## src/rtl/setup_pkt_port.sv

```systemverilog
module setup_pkt_port #(
  parameter int ADDR_W     = 8,
  parameter int DATA_W     = 8,
  parameter logic [ADDR_W-1:0] SETUP_ADDR = 8'h32
) (
  input  logic                  clk,
  input  logic                  rst_n,
  input  logic                  setup_vld,
  input  logic [8*DATA_W-1:0]   setup_bytes,
  input  logic                  rd_en,
  input  logic                  wr_en,
  input  logic [ADDR_W-1:0]     reg_addr,
  input  logic [DATA_W-1:0]     wr_data,
  output logic [DATA_W-1:0]     rd_data,
  output logic                  setup_irq,
  output logic                  stall,
  output logic                  dir_in,
  output logic [2*DATA_W-1:0]   wlength
);
  localparam int NBYTES = 8;
  localparam int PTR_W  = $clog2(NBYTES + 1);
  localparam int SEL_W  = $clog2(NBYTES);

  logic [8*DATA_W-1:0] pkt_q;
  logic [PTR_W-1:0]    ptr_q;
  logic                hit_rd, hit_wr, stall_cmd, done;
  logic [DATA_W-1:0]   cur_byte;

  assign hit_rd    = rd_en && reg_addr == SETUP_ADDR && !setup_vld;
  assign hit_wr    = wr_en && reg_addr == SETUP_ADDR && !setup_vld;
  assign stall_cmd = hit_wr && wr_data != '0;
  assign done      = ptr_q == PTR_W'(NBYTES);
  assign cur_byte  = done ? '0 : pkt_q[ptr_q[SEL_W-1:0]*DATA_W +: DATA_W];

  assign dir_in  = pkt_q[DATA_W-1];
  assign wlength = {pkt_q[7*DATA_W +: DATA_W], pkt_q[6*DATA_W +: DATA_W]};

  always_ff @(posedge clk) begin
    if (!rst_n) begin
      pkt_q     <= '0;
      ptr_q     <= '0;
      rd_data   <= '0;
      setup_irq <= 1'b0;
      stall     <= 1'b0;
    end else if (setup_vld) begin
      pkt_q     <= setup_bytes;
      ptr_q     <= '0;
      setup_irq <= 1'b1;
      stall     <= 1'b0;
    end else begin
      if (rd_en) rd_data <= hit_rd ? cur_byte : '0;
      if (hit_rd && !done) ptr_q <= ptr_q + 1'b1;
      if (hit_rd || stall_cmd) setup_irq <= 1'b0;
      if (stall_cmd) stall <= 1'b1;
    end
  end


  irq_rise_chk: assert property (@(posedge clk) disable iff (!rst_n)
    $rose(setup_irq) |-> $past(setup_vld));

  stall_rise_chk: assert property (@(posedge clk) disable iff (!rst_n)
    $rose(stall) |-> $past(wr_en && reg_addr == SETUP_ADDR && wr_data != '0));

  stall_clear_chk: assert property (@(posedge clk) disable iff (!rst_n)
    setup_vld |=> !stall && setup_irq);

  ptr_bound_chk: assert property (@(posedge clk) disable iff (!rst_n)
    ptr_q <= PTR_W'(NBYTES));

  wlen_hold_chk: assert property (@(posedge clk) disable iff (!rst_n)
    !setup_vld |=> $stable(wlength) && $stable(dir_in));

  other_rd_chk: assert property (@(posedge clk) disable iff (!rst_n)
    rd_en && reg_addr != SETUP_ADDR && !setup_vld |=> rd_data == '0 && $stable(ptr_q));
endmodule

```

## config.mk

```make
export PLATFORM = sky130hd
export DESIGN_NAME = setup_pkt_port
export DESIGN_NICKNAME = d
export VERILOG_FILES = /design/src/rtl/setup_pkt_port.sv
export SDC_FILE = /design/constraint.sdc
export NUM_CORES = 1
export LEC_CHECK = 0
export ABC_AREA = 0
export BUFFER_PORTS_ARGS = -buffer_cell sky130_fd_sc_hd__clkbuf_2
export CORE_MARGIN = 3
export CORE_UTILIZATION = 54
export DETAILED_ROUTE_END_ITERATION = 8
export PLACE_DENSITY = 0.92
export SETUP_SLACK_MARGIN = 0.02
export SYNTH_ARGS = -nofsm -noshare
export SYNTH_HDL_FRONTEND = slang
export SYNTH_SLANG_ARGS = --single-unit
```

## constraint.sdc

```tcl
create_clock -name clk -period 3.3 [get_ports clk]
set_clock_uncertainty 0.15 [all_clocks]
set_input_delay 0 -clock clk [delete_from_list [all_inputs] [get_ports clk]]
set_output_delay 0 -clock clk [all_outputs]
set_load 0.01 [all_outputs]
```

# Word-level counts from Yosys, hierarchy flattened
# Index checks and enable logic that the tools add are counted.
# word_totals
regBits	78
latchBits	0
ramBits	0
romBits	0
inputBits	85
out_inout_bits	27
elab_cells	28
memories	0
# op_classes
add_sub_neg	1
n_mul	0
div_mod_pow	0
order_cmp	0
n_eq_ne	2
n_shift	1
mux	4
bitwise	2
n_reduce_logical	13
# op_table
operator	count
$shiftx A64 B7 Y8	1
$mux W8	2
$eq A8 B6 Y1 const B	1
$reduce_bool A8 Y1	1
$logic_and A1 B1 Y1	6
$add A4 B1 Y4 const B	1
$eq A4 B4 Y1 const B	1
$logic_not A1 Y1	2
$mux W1	2
$not A1 Y1	2
$reduce_and A2 Y1	1
$reduce_bool A2 Y1	1
$reduce_or A2 Y1	1
$logic_or A1 B1 Y1	1

# Depth between registers and ports, before layout
# Gate-level depths: netlist of run 1.
# logic_depth
ltp_word	7
ltp_mapped	8
ltp_nobuf	6

# Worst setup path after synthesis of run 1
# No wires, ideal clock.
# synth_timing
path_kind	register to register
from	register ptr_q[0]
to	register ptr_q[3]
setup_time_ns	0.070
arrival_ns	1.676
t_required_ns	3.080
path_slack_ns	1.404
path_stages_with_launch	8
n_path_buf	1
period_less_slack_ns	1.896
path_cell_list	dfxtp_1 > clkbuf_1 > inv_2 > ha_1 > nand3b_1 > nand4_4 > or3_1 > a21oi_1
# synth_between
elab_chain_cells	3
# synth_lines
item	line_no	source
start, declared	25	logic [PTR_W-1:0] ptr_q;
start signal, assigned	52	if (hit_rd && !done) ptr_q <= ptr_q + 1'b1;
branches (longest 3 deep; another with $add A4 B1 Y4)	-	
# Parallel ways; which one is timed is not known.
# A chain may end at the register's enable or synchronous reset.

# Final worst setup path of run 1
# layout_timing
from	register ptr_q[1]
to	register ptr_q[2]
# Same word-level chain as after synthesis.

==> metrics.yaml, run 1 <==
outcome: "complete, no violations"
cts_tree: "done"
totalNegativeSetupSlack_ns: 0
synthToLayoutAreaGrowth_pct: 39.9
start_kind: "flip-flop"
finalHoldViolations: 0
multi_input_area_um2: 1630
yosysSeqAreaShare: 0.455
clk_pin_slew_ns: 0.08
hp-start: "setup_vld"
r2r_cells: 8
finish.utilization: 0.797
p_comb_frac: 0.147
start_util: 0.569
syn-cell-area_um2: 3430
drtIter0Drc: 198
async_flop_share: 0
cts_setup_buffers: 0
drt-total-wl_um: 11200
setup-violations-final: 0
drc: 0
cts_max_path_buffers: 2
regArea_um2: 1560
synth_commonest_cells: "dfxtp_1, nor2_1, mux2i_1, nand2_1"
hold_path_class: "input port to flip-flop"
globalplace.congestion: 0.785
grt_pass1_vias: 3458
grt_max_degree: 41
yosys.area.top_type: "dfxtp_1"
path_max_fanout: 13
layout-drive-gt1-share: 0.308
worstSkewPairLatency_ns: 0.36
crit_slowest_cell: "dfxtp_1"
path_class: "flip-flop to flip-flop"
synthesis.nets: 411
synthFlopType: "dfxtp_1"
overflow: 0
clockRootBuffer: "clkbuf_8"
switching_share: 0.257
antenna_found_initial: 0
nFillCells: 359
p_int_w: 0.00149
rsz0062_at_grt: "false"
synth_area_leaders: "dfxtp_1, mux2i_1, mux4_2, nor2_1, buf_4"
worstMarginPinSlew_ns: 0.993
finalMaxSlewViolations: 0
finalNetCount: 573
crit_required_ns: 3.40
synth_cells: 324
die_width_um: 85.7
dp_hpwl_um: 5960
post_drt_wl_per_cell_um: 19.8
cpPeakStageDelay_ns: 0.69
power.share.clock: 0.343
crit_family: "buffers and inverters"
yosysWarnings: 0
critPathBufInv: 3
post-synth-top-count-cell: "dfxtp_1"
synth_seq_cells: 78
coreArea_um2: 6030
whs_endpoint: "pkt_q[24]"
max_freq_mhz: 334
syn_area_per_cell_um2: 10.6
io_buffers: 111
min_period_ns: 2.99
cts_buffers: 9
r2r-start: "ptr_q[1]"
seq_power_share: 0.510
dr.pass1.iters: 7
vias: 3235
final.period_utilization: 0.906
ir_drop_v: 0.000384
path_cells: "buf_4 > inv_1 > ha_1 > nand3b_1 > nand4_4 > o21ai_0 > a21oi_1 > dlygate4sd3_1"
power.switching_w: 0.000515
relSlewSlack: 0.337
die_area_um2: 7340
diodes: 0
leakage_nw: 2.28
grt_pass1_wl_um: 17400
r2r_setup_slack_ns: 0.31
r2r_end: "ptr_q[2]"
maxCapViolCount: 0
synth_edf_count: 0
pin_count: 112
yosysUniqueCellTypes: 28
synth_top_area_share: 0.455
powerDensity_nw_per_um2: 417
dieHeight_um: 85.7
arrival_ns: 3.09
vias_per_cell: 5.72
clock_sinks: 78
htree_num_levels: 3
row_count: 28
cp-end-kind: "flip-flop"
hold-path-cell-count: 3
postRouteAntennaNets: 0
grt_usage: 0.316
cell families (layout without fill, tap and decap cells):
family / Yosys count / after routing / share of synthesized area
AND/OR/NAND/NOR: 106 / 106 / 0.138
buffers and inverters: 41 / 208 / 0.0700
AO/OA/AOI/OAI: 15 / 15 / 0.0321
XOR/XNOR: 1 / 1 / 0.00255
adder cells (fa/ha/maj): 2 / 2 / 0.00730
multiplexers: 81 / 81 / 0.295
flip-flops: 78 / 78 / 0.455
final cells by class:
cell class              count  share of cell area
clock inverters             3             0.00365
flip-flops and latches     78               0.325
clock buffers              13              0.0352
well taps                  75              0.0196
repair buffers            187               0.273
multi-input cells         205               0.339
inverters                   5             0.00391
routing by layer:
layer / GRT usage / part of all wire / wire, um / vias up
li1: - / - / - / 1433
met1: 0.320 / 0.34 / 3860 / 1514
met2: 0.566 / 0.51 / 5720 / 223
met3: 0.0913 / 0.081 / 909 / 65
met4: 0.196 / 0.063 / 708 / 0
met5: 0 / 0 / 0 / -
tightest hold or removal path, cell delays in order:
cell     delay, ns
buf_4         0.28
mux2i_1       0.18
nor2_1        0.07
layout by cell type, fill, tap and decap left out, types with 3 or more instances in the layout:
master,n
a21oi_1,3
a22o_1,8
buf_4,4
clkbuf_2,110
clkbuf_8,12
dfxtp_1,78
dlygate4sd3_1,73
inv_1,3
mux2i_1,65
mux4_2,16
nand2_1,24
nor2_1,68
how the worst max path moves through the flow:
stage,slack (ns),end,from,cells past startpoint
floorplan,1.40,ptr_q[3],ptr_q[0],7
global placement,1.10,ptr_q[3],ptr_q[1],7
detailed placement,0.96,ptr_q[3],ptr_q[1],7
CTS,0.45,ptr_q[2],ptr_q[1],8
global route,0.12,ptr_q[2],ptr_q[1],8
finish,0.31,ptr_q[2],ptr_q[1],8
state kept, by name, indices dropped and copies added (netlist names):
register / count
pkt_q: 64
ptr_q: 4
rd_data: 8
setup_irq: 1
stall: 1
per-stage QoR:
stage | total power [W] | instance area [um2] | cells | setup slack, ns | hold WS, ns
after CTS | 0.00196 | 4800 | 566 | 0.452 | 0.0636
after global placement | 0.00124 | 3880 | 477 | 1.10 | 0.0815
after floorplan | 0.00117 | 3430 | 324 | 1.40 | -0.00313
after global routing | 0.00207 | 4800 | 566 | 0.123 | 0.0897
after detailed placement | 0.00125 | 3880 | 477 | 0.956 | 0.0944
final | 0.00200 | 4800 | 566 | 0.309 | 0.0652
repair_timing:
item	4_1_cts	5_1_grt
hold buffers	73	0
endpoints found under the hold margin	70	0
gates resized for setup	0	0
power by group through the flow:
stage	clock [W]	sequential, W	combinational [W]
2_1_floorplan	0	0.00103	0.000144
3_3_place_gp	0	0.00104	0.000202
3_5_place_dp	0	0.00104	0.000210
4_1_cts	0.000669	0.00102	0.000278
5_1_grt	0.000726	0.00102	0.000316
6_report	0.000686	0.00102	0.000294
Power figures use the tool's default switching activity.
==> run 2: changes to the inputs <==
--- a/config.mk
+++ b/config.mk
@@ -7,10 +7,10 @@
 export LEC_CHECK = 0
 export ABC_AREA = 0
 export BUFFER_PORTS_ARGS = -buffer_cell sky130_fd_sc_hd__clkbuf_2
-export CORE_MARGIN = 3
-export CORE_UTILIZATION = 54
+export CORE_UTILIZATION = 45
 export DETAILED_ROUTE_END_ITERATION = 8
-export PLACE_DENSITY = 0.92
+export GPL_ROUTABILITY_DRIVEN = 0
+export PLACE_DENSITY = 0.83
 export SETUP_SLACK_MARGIN = 0.02
 export SYNTH_ARGS = -nofsm -noshare
 export SYNTH_HDL_FRONTEND = slang
==> constraint.sdc (replaced) <==
create_clock -name clk -period 2.59 [get_ports clk]
set_clock_uncertainty 0.15 [all_clocks]
set_input_delay 0 -clock clk [delete_from_list [all_inputs] [get_ports clk]]
set_output_delay 0 -clock clk [all_outputs]
set_load 0.01 [all_outputs]
==> run 2 against run 1 <==
Hold slack lost 0.035 ns. Worst setup slack worse by 0.11 ns. Final area increased by 6.7%. Sequential share of layout area fell by 2.0 points. Utilization is 9.4 points lower. First-iteration DRC count shrank 31%. Sequential cell count is the same. Via count is 5.1% lower. Critical path depth unchanged. Global-route usage decreased by 6.8 points. Non-clock buffer count grew 31.
==> metrics.yaml, run 2 (synthesized netlist as in run 1, its figures left out) <==
synthToLayoutAreaGrowth_pct: 49.3  # was 39.9%
cts_setup_buffers: 0  # unchanged
grt_max_degree: 42  # was 41
drt-total-wl_um: 9280  # was 11200 um
coreArea_um2: 7290  # was 6030 um2
antenna_found_initial: 0  # unchanged
row_count: 31  # was 28
finalNetCount: 604  # was 573
whs_ns: 0.0301  # was 0.0652 ns
multi_input_area_um2: 1630  # unchanged
hold_path_class: "input port to flip-flop"  # unchanged
powerDensity_nw_per_um2: 491  # was 417 nW/um2
cts_max_path_buffers: 2  # unchanged
outcome: "complete, no violations"  # unchanged
crit_required_ns: 2.66  # was 3.40 ns
largest_reg_flops: 64  # unchanged
io_buffers: 111  # unchanged
cts_buffers: 9  # unchanged
htree_num_levels: 3  # unchanged
relSlewSlack: 0.666  # was 0.337
leakage_nw: 2.45  # was 2.28 nW
drc: 0  # unchanged
diodes: 0  # unchanged
final_common_cell: "clkbuf_2"  # unchanged
start_kind: "input port"  # was flip-flop
postRouteAntennaNets: 0  # unchanged
dr.pass1.iters: 4  # was 7
rsz0062_at_grt: "false"  # unchanged
vias_per_cell: 4.96  # was 5.72
die_area_um2: 7970  # was 7340 um2
dp_hpwl_um: 5460  # was 5960 um
totalNegativeSetupSlack_ns: 0  # unchanged
maxCapViolCount: 0  # unchanged
path_max_fanout: 3  # was 13
cts_resized: 0  # unchanged
largest_registers: "pkt_q (64), rd_data (8), ptr_q (4)"  # unchanged
placed_area_um2: 3940  # was 3880 um2
die_width_um: 89.3  # was 85.7 um
post_drt_wl_per_cell_um: 15.0  # was 19.8 um
layout-drive-gt1-share: 0.292  # was 0.308
clk_pin_slew_ns: 0.07  # was 0.08 ns
worstSkewPairLatency_ns: 0.34  # was 0.36 ns
m1WireLength_um: 3480  # was 3860 um
largest-register: "pkt_q"  # unchanged
highest_layer: "met4"  # unchanged
grt_usage: 0.247  # was 0.316
dieHeight_um: 89.3  # was 85.7 um
start_util: 0.470  # was 0.569
wl_met3_um: 563  # was 909 um
nFillCells: 556  # was 359
arrival_ns: 2.46  # was 3.09 ns
grt_pass1_vias: 3169  # was 3458
path_class: "input port to flip-flop"  # was flip-flop to flip-flop
power_w: 0.00252  # was 0.00200 W
final.period_utilization: 0.923
overflow: 0  # unchanged
regArea_um2: 1560  # unchanged
cp-end-kind: "flip-flop"  # unchanged
finish.utilization: 0.702  # was 0.797
ir_drop_v: 0.000340  # was 0.000384 V
vias: 3069  # was 3235
max_freq_mhz: 418
clockRootBuffer: "clkbuf_8"  # unchanged
finalHoldViolations: 0  # unchanged
grt_pass1_wl_um: 14400  # was 17400 um
pin_count: 112  # unchanged
final_cell_mix: "clkbuf_2, dlygate4sd3_1, dfxtp_1"  # was clkbuf_2, dfxtp_1, dlygate4sd3_1
finalMaxSlewViolations: 0  # unchanged
stdcell_area_um2: 5120  # was 4800 um2
wl_met2_um: 5040  # was 5720 um
worstMarginPinSlew_ns: 0.499  # was 0.993 ns
min_period_ns: 2.39
drtIter0Drc: 136  # was 198
clock_sinks: 78  # unchanged
setup-violations-final: 0  # unchanged
cts_tree: "done"  # unchanged
## run 2: cell types whose count changed in the layout (fill, tap and decap cells not counted), sizes merged
cell / before / now
buf: 4 / 7
clkinv: 2 / 1
clkinvlp: 1 / 0
dlygate4sd3: 73 / 101
## run 2: layer usage
metal / GRT usage / vias up
li1: - / 1486
met1: 0.267 / 1454
met2: 0.464 / 111
met3: 0.0619 / 18
met4: 0.0938 / 0
met5: 0 / -
## run 2: worst paths after layout
| path | startpoint | to | slack [ns] | cells past startpoint |
|---|---|---|---|---|
| worst max-delay path | reg_addr[0] | setup_irq | 0.20 | 8 |
| worst min-delay path | setup_vld | pkt_q[17] | 0.03 | 3 |
| worst min register to register | pkt_q[26] | pkt_q[26] | 0.34 | 2 |
| worst max register to register | pkt_q[49] | pkt_q[49] | 0.61 | 4 |
## run 2: through the flow
| step | worst slack (ns) | instances |
|---|---|---|
| CTS | 0.276 | 619 |
| global route | 0.123 | 619 |
| global placement | 0.712 | 504 |
| floorplan | 0.694 | 324 |
| finish | 0.200 | 619 |
| detailed placement | 0.643 | 504 |
## run 2: critical path, stage by stage
cell and delay, ns:
dlygate4sd3_1 0.55, clkbuf_2 0.13, nor4b_4 0.31, nand3_1 0.11, dlygate4sd3_1 0.56, a31oi_1 0.18, dlygate4sd3_1 0.58, nor2_1 0.04
## run 2: area by class of cell
cell class                      instances  share of cell area
Tap cell                               99              0.0242
Inverter                                5             0.00367
Timing Repair Buffer                  218               0.315
Clock inverter                          1            0.000978
Sequential cell                        78               0.305
Clock buffer                           13              0.0330
Multi-Input combinational cell        205               0.318
## run 2: where the power goes
group / switching (W) / internal, W / total, W
Combinational: 0.000157 / 0.000245 / 0.000402
Sequential: 0.0000366 / 0.00126 / 0.00130
Clock: 0.000403 / 0.000415 / 0.000818
## run 2: repair_timing
item / CTS / global route
hold endpoints to repair: 70 / 0
setup endpoints to repair: 0 / 0
hold buffers: 101 / 0
